===== src/rtl/cq_pkg.sv =====
package cq_pkg;
  typedef struct packed {
    logic live;
    logic fin;
    logic fault;
    logic branch;
  } cq_slot_t;
endpackage


===== src/rtl/fetch_buf.sv =====
module fetch_buf #(
  parameter int DEPTH = 4
) (
  input  logic clk,
  input  logic rst_ni,
  input  logic push_i,
  input  logic push_br_i,
  input  logic pop_i,
  input  logic clr_i,
  output logic empty_o,
  output logic full_o,
  output logic head_br_o
);
  localparam int PW = (DEPTH > 1) ? $clog2(DEPTH) : 1;
  localparam int CW = $clog2(DEPTH + 1);

  logic [DEPTH-1:0] br_q, br_d;
  logic [PW-1:0]    rd_q, rd_d, wr_q, wr_d;
  logic [CW-1:0]    cnt_q, cnt_d;

  function automatic logic [PW-1:0] step(input logic [PW-1:0] p);
    return (p == PW'(DEPTH - 1)) ? '0 : p + 1'b1;
  endfunction

  assign empty_o   = (cnt_q == '0);
  assign full_o    = (cnt_q == CW'(DEPTH));
  assign head_br_o = br_q[rd_q];

  always_comb begin
    br_d  = br_q;
    rd_d  = rd_q;
    wr_d  = wr_q;
    cnt_d = cnt_q;
    if (clr_i) begin
      rd_d  = '0;
      wr_d  = '0;
      cnt_d = '0;
    end else begin
      if (push_i) begin
        br_d[wr_q] = push_br_i;
        wr_d       = step(wr_q);
      end
      if (pop_i) rd_d = step(rd_q);
      cnt_d = cnt_q + CW'(push_i) - CW'(pop_i);
    end
  end

  always_ff @(posedge clk or negedge rst_ni) begin
    if (!rst_ni) begin
      br_q  <= '0;
      rd_q  <= '0;
      wr_q  <= '0;
      cnt_q <= '0;
    end else begin
      br_q  <= br_d;
      rd_q  <= rd_d;
      wr_q  <= wr_d;
      cnt_q <= cnt_d;
    end
  end


  fq_no_overflow_chk: assert property (@(posedge clk) disable iff (!rst_ni)
    full_o |-> !push_i);

  fq_no_underflow_chk: assert property (@(posedge clk) disable iff (!rst_ni)
    empty_o |-> !pop_i);
endmodule


===== src/rtl/cq_ring.sv =====
module cq_ring
  import cq_pkg::*;
#(
  parameter int DEPTH = 6,
  parameter int TW    = $clog2(DEPTH)
) (
  input  logic          clk,
  input  logic          rst_ni,
  input  logic          alloc_i,
  input  logic          alloc_br_i,
  input  logic          done_vld_i,
  input  logic [TW-1:0] done_tag_i,
  input  logic          done_exc_i,
  input  logic          retire_i,
  input  logic          flush_i,
  output logic [TW-1:0] head_o,
  output logic [TW-1:0] tail_o,
  output logic          head_ok_o,
  output logic          head_fault_o,
  output logic          head_br_o,
  output logic          full_o
);
  localparam int CW = $clog2(DEPTH + 1);

  cq_slot_t [DEPTH-1:0] slot_q, slot_d;
  logic [TW-1:0] head_q, head_d, tail_q, tail_d;
  logic [CW-1:0] cnt_q, cnt_d;

  function automatic logic [TW-1:0] step(input logic [TW-1:0] p);
    return (p == TW'(DEPTH - 1)) ? '0 : p + 1'b1;
  endfunction

  cq_slot_t hs;
  assign hs           = slot_q[head_q];
  assign head_o       = head_q;
  assign tail_o       = tail_q;
  assign head_ok_o    = hs.live & hs.fin & ~hs.fault;
  assign head_fault_o = hs.live & hs.fin & hs.fault;
  assign head_br_o    = hs.branch;
  assign full_o       = (cnt_q == CW'(DEPTH));

  for (genvar i = 0; i < DEPTH; i++) begin : g_slot
    always_comb begin
      slot_d[i] = slot_q[i];
      if (flush_i) begin
        slot_d[i].live = 1'b0;
      end else if (retire_i && head_q == TW'(i)) begin
        slot_d[i].live = 1'b0;
      end else if (alloc_i && tail_q == TW'(i)) begin
        slot_d[i] = '{live: 1'b1, fin: 1'b0, fault: 1'b0, branch: alloc_br_i};
      end else if (done_vld_i && done_tag_i == TW'(i) && slot_q[i].live) begin
        slot_d[i].fin   = 1'b1;
        slot_d[i].fault = done_exc_i;
      end
    end
  end

  always_comb begin
    head_d = head_q;
    tail_d = tail_q;
    cnt_d  = cnt_q;
    if (flush_i) begin
      tail_d = head_q;
      cnt_d  = '0;
    end else begin
      if (retire_i) head_d = step(head_q);
      if (alloc_i)  tail_d = step(tail_q);
      cnt_d = cnt_q + CW'(alloc_i) - CW'(retire_i);
    end
  end

  always_ff @(posedge clk or negedge rst_ni) begin
    if (!rst_ni) begin
      slot_q <= '0;
      head_q <= '0;
      tail_q <= '0;
      cnt_q  <= '0;
    end else begin
      slot_q <= slot_d;
      head_q <= head_d;
      tail_q <= tail_d;
      cnt_q  <= cnt_d;
    end
  end


  no_overflow_chk: assert property (@(posedge clk) disable iff (!rst_ni)
    cnt_q <= CW'(DEPTH));

  full_alloc_chk: assert property (@(posedge clk) disable iff (!rst_ni)
    full_o |-> !alloc_i);

  retire_clean_chk: assert property (@(posedge clk) disable iff (!rst_ni)
    retire_i |-> (hs.live && hs.fin && !hs.fault));

  occ_balance_chk: assert property (@(posedge clk) disable iff (!rst_ni)
    (alloc_i && retire_i && !flush_i) |=> cnt_q == $past(cnt_q));

  flush_tail_chk: assert property (@(posedge clk) disable iff (!rst_ni)
    flush_i |=> (tail_q == head_q) && (cnt_q == '0));
endmodule


===== src/rtl/flush_ctrl.sv =====
module flush_ctrl #(
  parameter int TW = 3
) (
  input  logic          clk,
  input  logic          rst_ni,
  input  logic          trig_i,
  input  logic [TW-1:0] trig_tag_i,
  input  logic          ack_i,
  output logic          pend_o,
  output logic [TW-1:0] tag_o
);
  logic          pend_d;
  logic [TW-1:0] tag_d;
  logic          tag_en;

  assign tag_en = trig_i;

  always_comb begin
    pend_d = pend_o;
    tag_d  = tag_o;
    if (trig_i) begin
      pend_d = 1'b1;
    end else if (ack_i) begin
      pend_d = 1'b0;
    end
    if (tag_en) tag_d = trig_tag_i;
  end

  always_ff @(posedge clk or negedge rst_ni) begin
    if (!rst_ni) begin
      pend_o <= 1'b0;
      tag_o  <= '0;
    end else begin
      pend_o <= pend_d;
      tag_o  <= tag_d;
    end
  end


  flush_hold_chk: assert property (@(posedge clk) disable iff (!rst_ni)
    (pend_o && !ack_i) |=> pend_o && $stable(tag_o));

  flush_retrig_chk: assert property (@(posedge clk) disable iff (!rst_ni)
    pend_o |-> !trig_i);
endmodule


===== src/rtl/ooo_completion_ctrl.sv =====
module ooo_completion_ctrl #(
  parameter int FQ_DEPTH = 4,
  parameter int CQ_DEPTH = 6,
  parameter int TW       = $clog2(CQ_DEPTH)
) (
  input  logic          clk,
  input  logic          rst_n,
  input  logic          fetch_valid_i,
  input  logic          fetch_branch_i,
  output logic          fetch_ready_o,
  output logic          disp_valid_o,
  output logic [TW-1:0] disp_tag_o,
  output logic          disp_branch_o,
  input  logic          done_valid_i,
  input  logic [TW-1:0] done_tag_i,
  input  logic          done_exc_i,
  output logic          retire_valid_o,
  output logic [TW-1:0] retire_tag_o,
  output logic          retire_branch_o,
  output logic          flush_req_o,
  output logic [TW-1:0] flush_tag_o,
  input  logic          flush_ack_i
);
  logic [1:0] rst_sync_q;
  logic       rst_i_n;

  always_ff @(posedge clk or negedge rst_n) begin
    if (!rst_n) rst_sync_q <= 2'b00;
    else        rst_sync_q <= {rst_sync_q[0], 1'b1};
  end
  assign rst_i_n = rst_sync_q[1];

  logic fq_empty, fq_full, fq_head_br;
  logic cq_full, head_ok, head_fault, head_br;
  logic [TW-1:0] cq_head, cq_tail;
  logic flush_now, do_disp, do_push;

  assign flush_now     = head_fault & ~flush_req_o;
  assign do_disp       = ~fq_empty & ~cq_full & ~flush_now & ~flush_req_o;
  assign fetch_ready_o = ~fq_full & ~flush_now & ~flush_req_o;
  assign do_push       = fetch_valid_i & fetch_ready_o;

  assign disp_valid_o    = do_disp;
  assign disp_tag_o      = cq_tail;
  assign disp_branch_o   = fq_head_br;
  assign retire_valid_o  = head_ok;
  assign retire_tag_o    = cq_head;
  assign retire_branch_o = head_br;

  fetch_buf #(.DEPTH(FQ_DEPTH)) u_fq (
    .clk      (clk),
    .rst_ni   (rst_i_n),
    .push_i   (do_push),
    .push_br_i(fetch_branch_i),
    .pop_i    (do_disp),
    .clr_i    (flush_now),
    .empty_o  (fq_empty),
    .full_o   (fq_full),
    .head_br_o(fq_head_br)
  );

  cq_ring #(.DEPTH(CQ_DEPTH), .TW(TW)) u_cq (
    .clk         (clk),
    .rst_ni      (rst_i_n),
    .alloc_i     (do_disp),
    .alloc_br_i  (fq_head_br),
    .done_vld_i  (done_valid_i),
    .done_tag_i  (done_tag_i),
    .done_exc_i  (done_exc_i),
    .retire_i    (head_ok),
    .flush_i     (flush_now),
    .head_o      (cq_head),
    .tail_o      (cq_tail),
    .head_ok_o   (head_ok),
    .head_fault_o(head_fault),
    .head_br_o   (head_br),
    .full_o      (cq_full)
  );

  flush_ctrl #(.TW(TW)) u_fl (
    .clk       (clk),
    .rst_ni    (rst_i_n),
    .trig_i    (flush_now),
    .trig_tag_i(cq_head),
    .ack_i     (flush_ack_i),
    .pend_o    (flush_req_o),
    .tag_o     (flush_tag_o)
  );


  flush_quiet_chk: assert property (@(posedge clk) disable iff (!rst_i_n)
    flush_req_o |-> (!disp_valid_o && !retire_valid_o && !fetch_ready_o));

  one_outcome_chk: assert property (@(posedge clk) disable iff (!rst_i_n)
    !(retire_valid_o && flush_now));

  tag_seq_chk: assert property (@(posedge clk) disable iff (!rst_i_n)
    (disp_valid_o && disp_tag_o != TW'(CQ_DEPTH - 1)) |=>
      (disp_tag_o == $past(disp_tag_o) + 1'b1) || flush_req_o || $past(flush_now));
endmodule


===== config.mk =====
export PLATFORM = sky130hd
export DESIGN_NAME = ooo_completion_ctrl
export DESIGN_NICKNAME = d
export VERILOG_FILES = /design/src/rtl/cq_pkg.sv /design/src/rtl/fetch_buf.sv /design/src/rtl/cq_ring.sv /design/src/rtl/flush_ctrl.sv /design/src/rtl/ooo_completion_ctrl.sv
export SDC_FILE = /design/constraint.sdc
export NUM_CORES = 1
export LEC_CHECK = 0
export ABC_AREA = 0
export BUFFER_PORTS_ARGS = -buffer_cell sky130_fd_sc_hd__buf_4
export CORE_UTILIZATION = 35
export DETAILED_ROUTE_END_ITERATION = 8
export HOLD_SLACK_MARGIN = 0.05
export PLACE_DENSITY = 0.55
export SLEW_MARGIN = 15
export SYNTH_ARGS = -nofsm -noshare
export SYNTH_HDL_FRONTEND = slang
export SYNTH_HIERARCHICAL = 1
export SYNTH_SLANG_ARGS = --single-unit

===== constraint.sdc =====
create_clock -name clk -period 2.1 [get_ports clk]
set_input_delay 0.21 -clock clk [delete_from_list [all_inputs] [get_ports clk]]
set_output_delay 0.21 -clock clk [all_outputs]
set_load 0.03 [all_outputs]

==> results.md <==
- Cell variety after synth: 53
- Internal: 4300 uW
- Number of CTS-inserted buffers: 5
- Share of cells above drive strength 1: 45.3%
- Vias in the first global route: between 2000 and 2500
- Slew headroom: a little under three fifths
- Clock latency on the worst-skew pair: 300 ps
- Post-synthesis cell area: 2720 um2
- CTS sink count: 50
- Gpl congestion: 0.822
- Die W: 90.2 um
- Post-Synthesis Cells: 249
- EDFF count, synth: 0
- Post-DP HPWL: 5090 um
- Die H: 90.2 um
- Pre-CTS setup slack: -567 ps
- I/O pin count: 25
- Worst hold path class: primary input to register
- Yosys reg bits: 50
- Final WL: 6920 um
- Die area: approximately 8100 um2
- Met2 usage in global routing: about 33%
- First-pass GRT wire length: about 12000 um
- WP data arrival: 2770 ps
- Worst R2R Path Depth: 13
- Iteration-0 DRC Markers: 97
- Gr usage total: 18.6%
- Number of H-tree levels: 2
- Maximum buffer depth of the clock tree: 2
- Synth Warn #: 6
- Initial antenna violation count: 0
- Via density: between 4 and 5
- DRT Pass-1 Iters: 4
- Hold depth: 2
- Gate power share: 66.5%
- Status: complete, but fails checks
- Sequential-to-total area share from yosys stat: a little under half
- Met3 Resource Use GR: 2.96%
- Setup violators final: 51
- Clk_skew: between 6 and 7 ps
- Async SR Flop Fraction: 100%
- Final nets: 361
- RSZ-0062 raised after global routing: true
- Core area: 7370 um2
- Clock power frac: 7.4%
- Pwr/cell area: 1860 nW/um2
- Most common cell after layout, fill and taps aside: buf_4
- Worst-path clk slew: 90 ps
- Peak supply drop: 0.00104 V
- Sw power: between 2000 and 3000 uW
- Final WS setup: -466 ps
- Crit path required time: ~2300 ps
- Fin. Hold Viols: 0
- Initial Utilization: 36.9%
- WS Path Type: register to register
- LEAKAGE: around 0.0018 uW
- Routed len/inst: approximately 16 um
- CP max FO: 6
- Post-route ant nets: 0
- Worst Setup End Kind: register
- Slew @ Worst Pin: 643 ps
- Grt total ovfl: 0
- Most frequent cells in the layout: buf_4 (66), dfrtp_1 (46), buf_6 (18)
- Drt drc: 0
- Part of the power in registers: 26.1%
- Util after Layout: a little over half
- Total number of vias: about 2200
- PortBufs: 24
- Fin crit period: 2570 ps
- Startpoint class of the critical path: register
- GR peak layer: met2
- Failing checks: setup timing
- Row Count: 31
- Root buffer cell: clkbuf_8
- Final period util: 122%
- Avg Cell Area, Syn: 10.9 um2
- Max-slew violation count: 0
- Met1 Use GR: 24.1%
- TritonCTS clock tree: yes
- Largest net degree at the start of global routing: 28
- Mapped Nets: 272
- Dominant synthesized flop cell: dfrtp_1
- Max Clock Freq: 390 MHz
- MaxCap Viol Count: 0
- Area grow syn2layout: 43.5%
- Inserted Diodes: 0
- Sw frac: 40.8%
-- final timing paths --
kind / slack, ps / start / endpoint
min in group asynchronous: 220 / rst_n / rst_sync_q[1]
max: -470 / u_cq/head_o[0] / u_fq/cnt_q[2]
max reg2reg: -470 / u_cq/head_o[0] / u_fq/cnt_q[2]
min reg2reg: 260 / rst_sync_q[1] / u_cq/head_o[2]
max in group asynchronous: 1300 / rst_sync_q[1] / u_cq/slot_q[14]
min: 170 / fetch_branch_i / u_fq/br_q[3]
-- power by group through the flow --
| stage | clock [uW] | sequential (uW) | combinational [uW] |
|---|---|---|---|
| floorplan | 0 | 1900 | 2150 |
| global placement | 0 | 1900 | 3740 |
| detailed placement | 0 | 1890 | 3810 |
| CTS | 562 | 1890 | 4790 |
| global route | 597 | 1970 | 5250 |
| finish | 539 | 1890 | 4830 |
-- logic make-up (layout without fill, tap and decap cells) --
family | Yosys count | in the layout | share of synthesized area [%]
DFF | 50 | 50 | 46.0
xor gates and xnor gates | 5 | 5 | 2.12
buffers and inverters | 23 | 112 | 3.63
adders and majority gates | 13 | 13 | 6.53
AOI/OAI and AO/OA | 43 | 43 | 10.9
muxes | 21 | 21 | 9.38
and+or+nand+nor | 93 | 93 | 21.3
other | 1 | 1 | 0.138
-- final cells by class --
| type | count | area [um2] |
|---|---|---|
| Inverter | 15 | 56.3 |
| Clock inverter | 2 | 10.0 |
| Sequential cell | 50 | 1260 |
| Timing Repair Buffer | 90 | 803 |
| Clock buffer | 5 | 68.8 |
| Fill cell | 663 | 3470 |
| Tap cell | 99 | 124 |
| Multi-Input combinational cell | 176 | 1590 |
-- metrics by stage --
step / TNS [ps] / cell area (um2) / std cells / hold WS (ps) / power (uW)
floorplan: -27230 / 2770 / 249 / -85.6 / 4040
global placement: -12340 / 3390 / 409 / -7.09 / 5630
detailed placement: -14570 / 3390 / 409 / -7.31 / 5700
CTS: -12430 / 3880 / 438 / 161 / 7240
global route: -16530 / 3900 / 437 / 173 / 7820
finish: -11630 / 3900 / 437 / 169 / 7270
-- flip-flops by register name, summed over array words and instances (netlist names) --
name / count
rst_sync_q: 2
u_cq/cnt_q: 3
u_cq/head_o: 3
u_cq/slot_q: 24
u_cq/tail_o: 3
u_fl/pend_o: 1
u_fl/tag_o: 3
u_fq/br_q: 4
u_fq/cnt_q: 3
u_fq/rd_q: 2
u_fq/wr_q: 2
-- Yosys cell counts, types with 2 or more instances --
master | count | area, um2
nand3b_1 | 9 | 67.6
and2_1 | 7 | 43.8
and4bb_1 | 2 | 25.0
nor2b_1 | 6 | 37.5
o31ai_1 | 2 | 15.0
o21a_1 | 10 | 75.1
nor2_1 | 10 | 37.5
buf_2 | 4 | 20.0
a21oi_1 | 11 | 55.1
buf_4 | 2 | 15.0
and3_1 | 5 | 31.3
a31oi_2 | 2 | 25.0
nor4b_2 | 2 | 30.0
or3b_1 | 2 | 17.5
o21ai_0 | 6 | 30.0
mux4_2 | 2 | 45.0
a32o_1 | 2 | 20.0
dfrtp_1 | 50 | 1250
nand2b_1 | 9 | 56.3
o21ai_1 | 3 | 15.0
mux2_1 | 5 | 56.3
nor3_1 | 5 | 25.0
ha_1 | 11 | 138
nand3_1 | 5 | 25.0
nand2_1 | 19 | 71.3
mux2i_1 | 6 | 60.1
and4_1 | 2 | 17.5
xnor2_1 | 3 | 26.3
clkbuf_1 | 2 | 7.51
fa_1 | 2 | 40.0
inv_1 | 15 | 56.3
mux2_2 | 7 | 78.8
-- repair_timing --
| item | 4_1_cts | 5_1_grt |
|---|---|---|
| gates resized for setup | 60 | 8 |
| hold buffers | 1 | 0 |
| endpoints found under the setup margin | 50 | 52 |
| setup buffers | 24 | 2 |
| endpoints found under the hold margin | 2 | 0 |
| pin swaps | 18 | 6 |
-- layer usage --
metal  part of all wire [%]  vias to the layer above
met3                    2.5                        5
met4                   0.71                        0
met2                     51                       26
met5                      0                        -
li1                       -                     1053
met1                     46                     1091
-- critical path: stages, from the launching register on --
cell and delay [ps]:
dfrtp_2 460, buf_6 140, nand3_1 60, a21oi_1 80
nor3_2 240, o21ba_4 210, nor4_4 160, ha_1 280
inv_1 60, ha_1 130, inv_1 50, fa_2 340
xnor3_1 210, nor2_1 40
(Power assumes the default switching activity.)
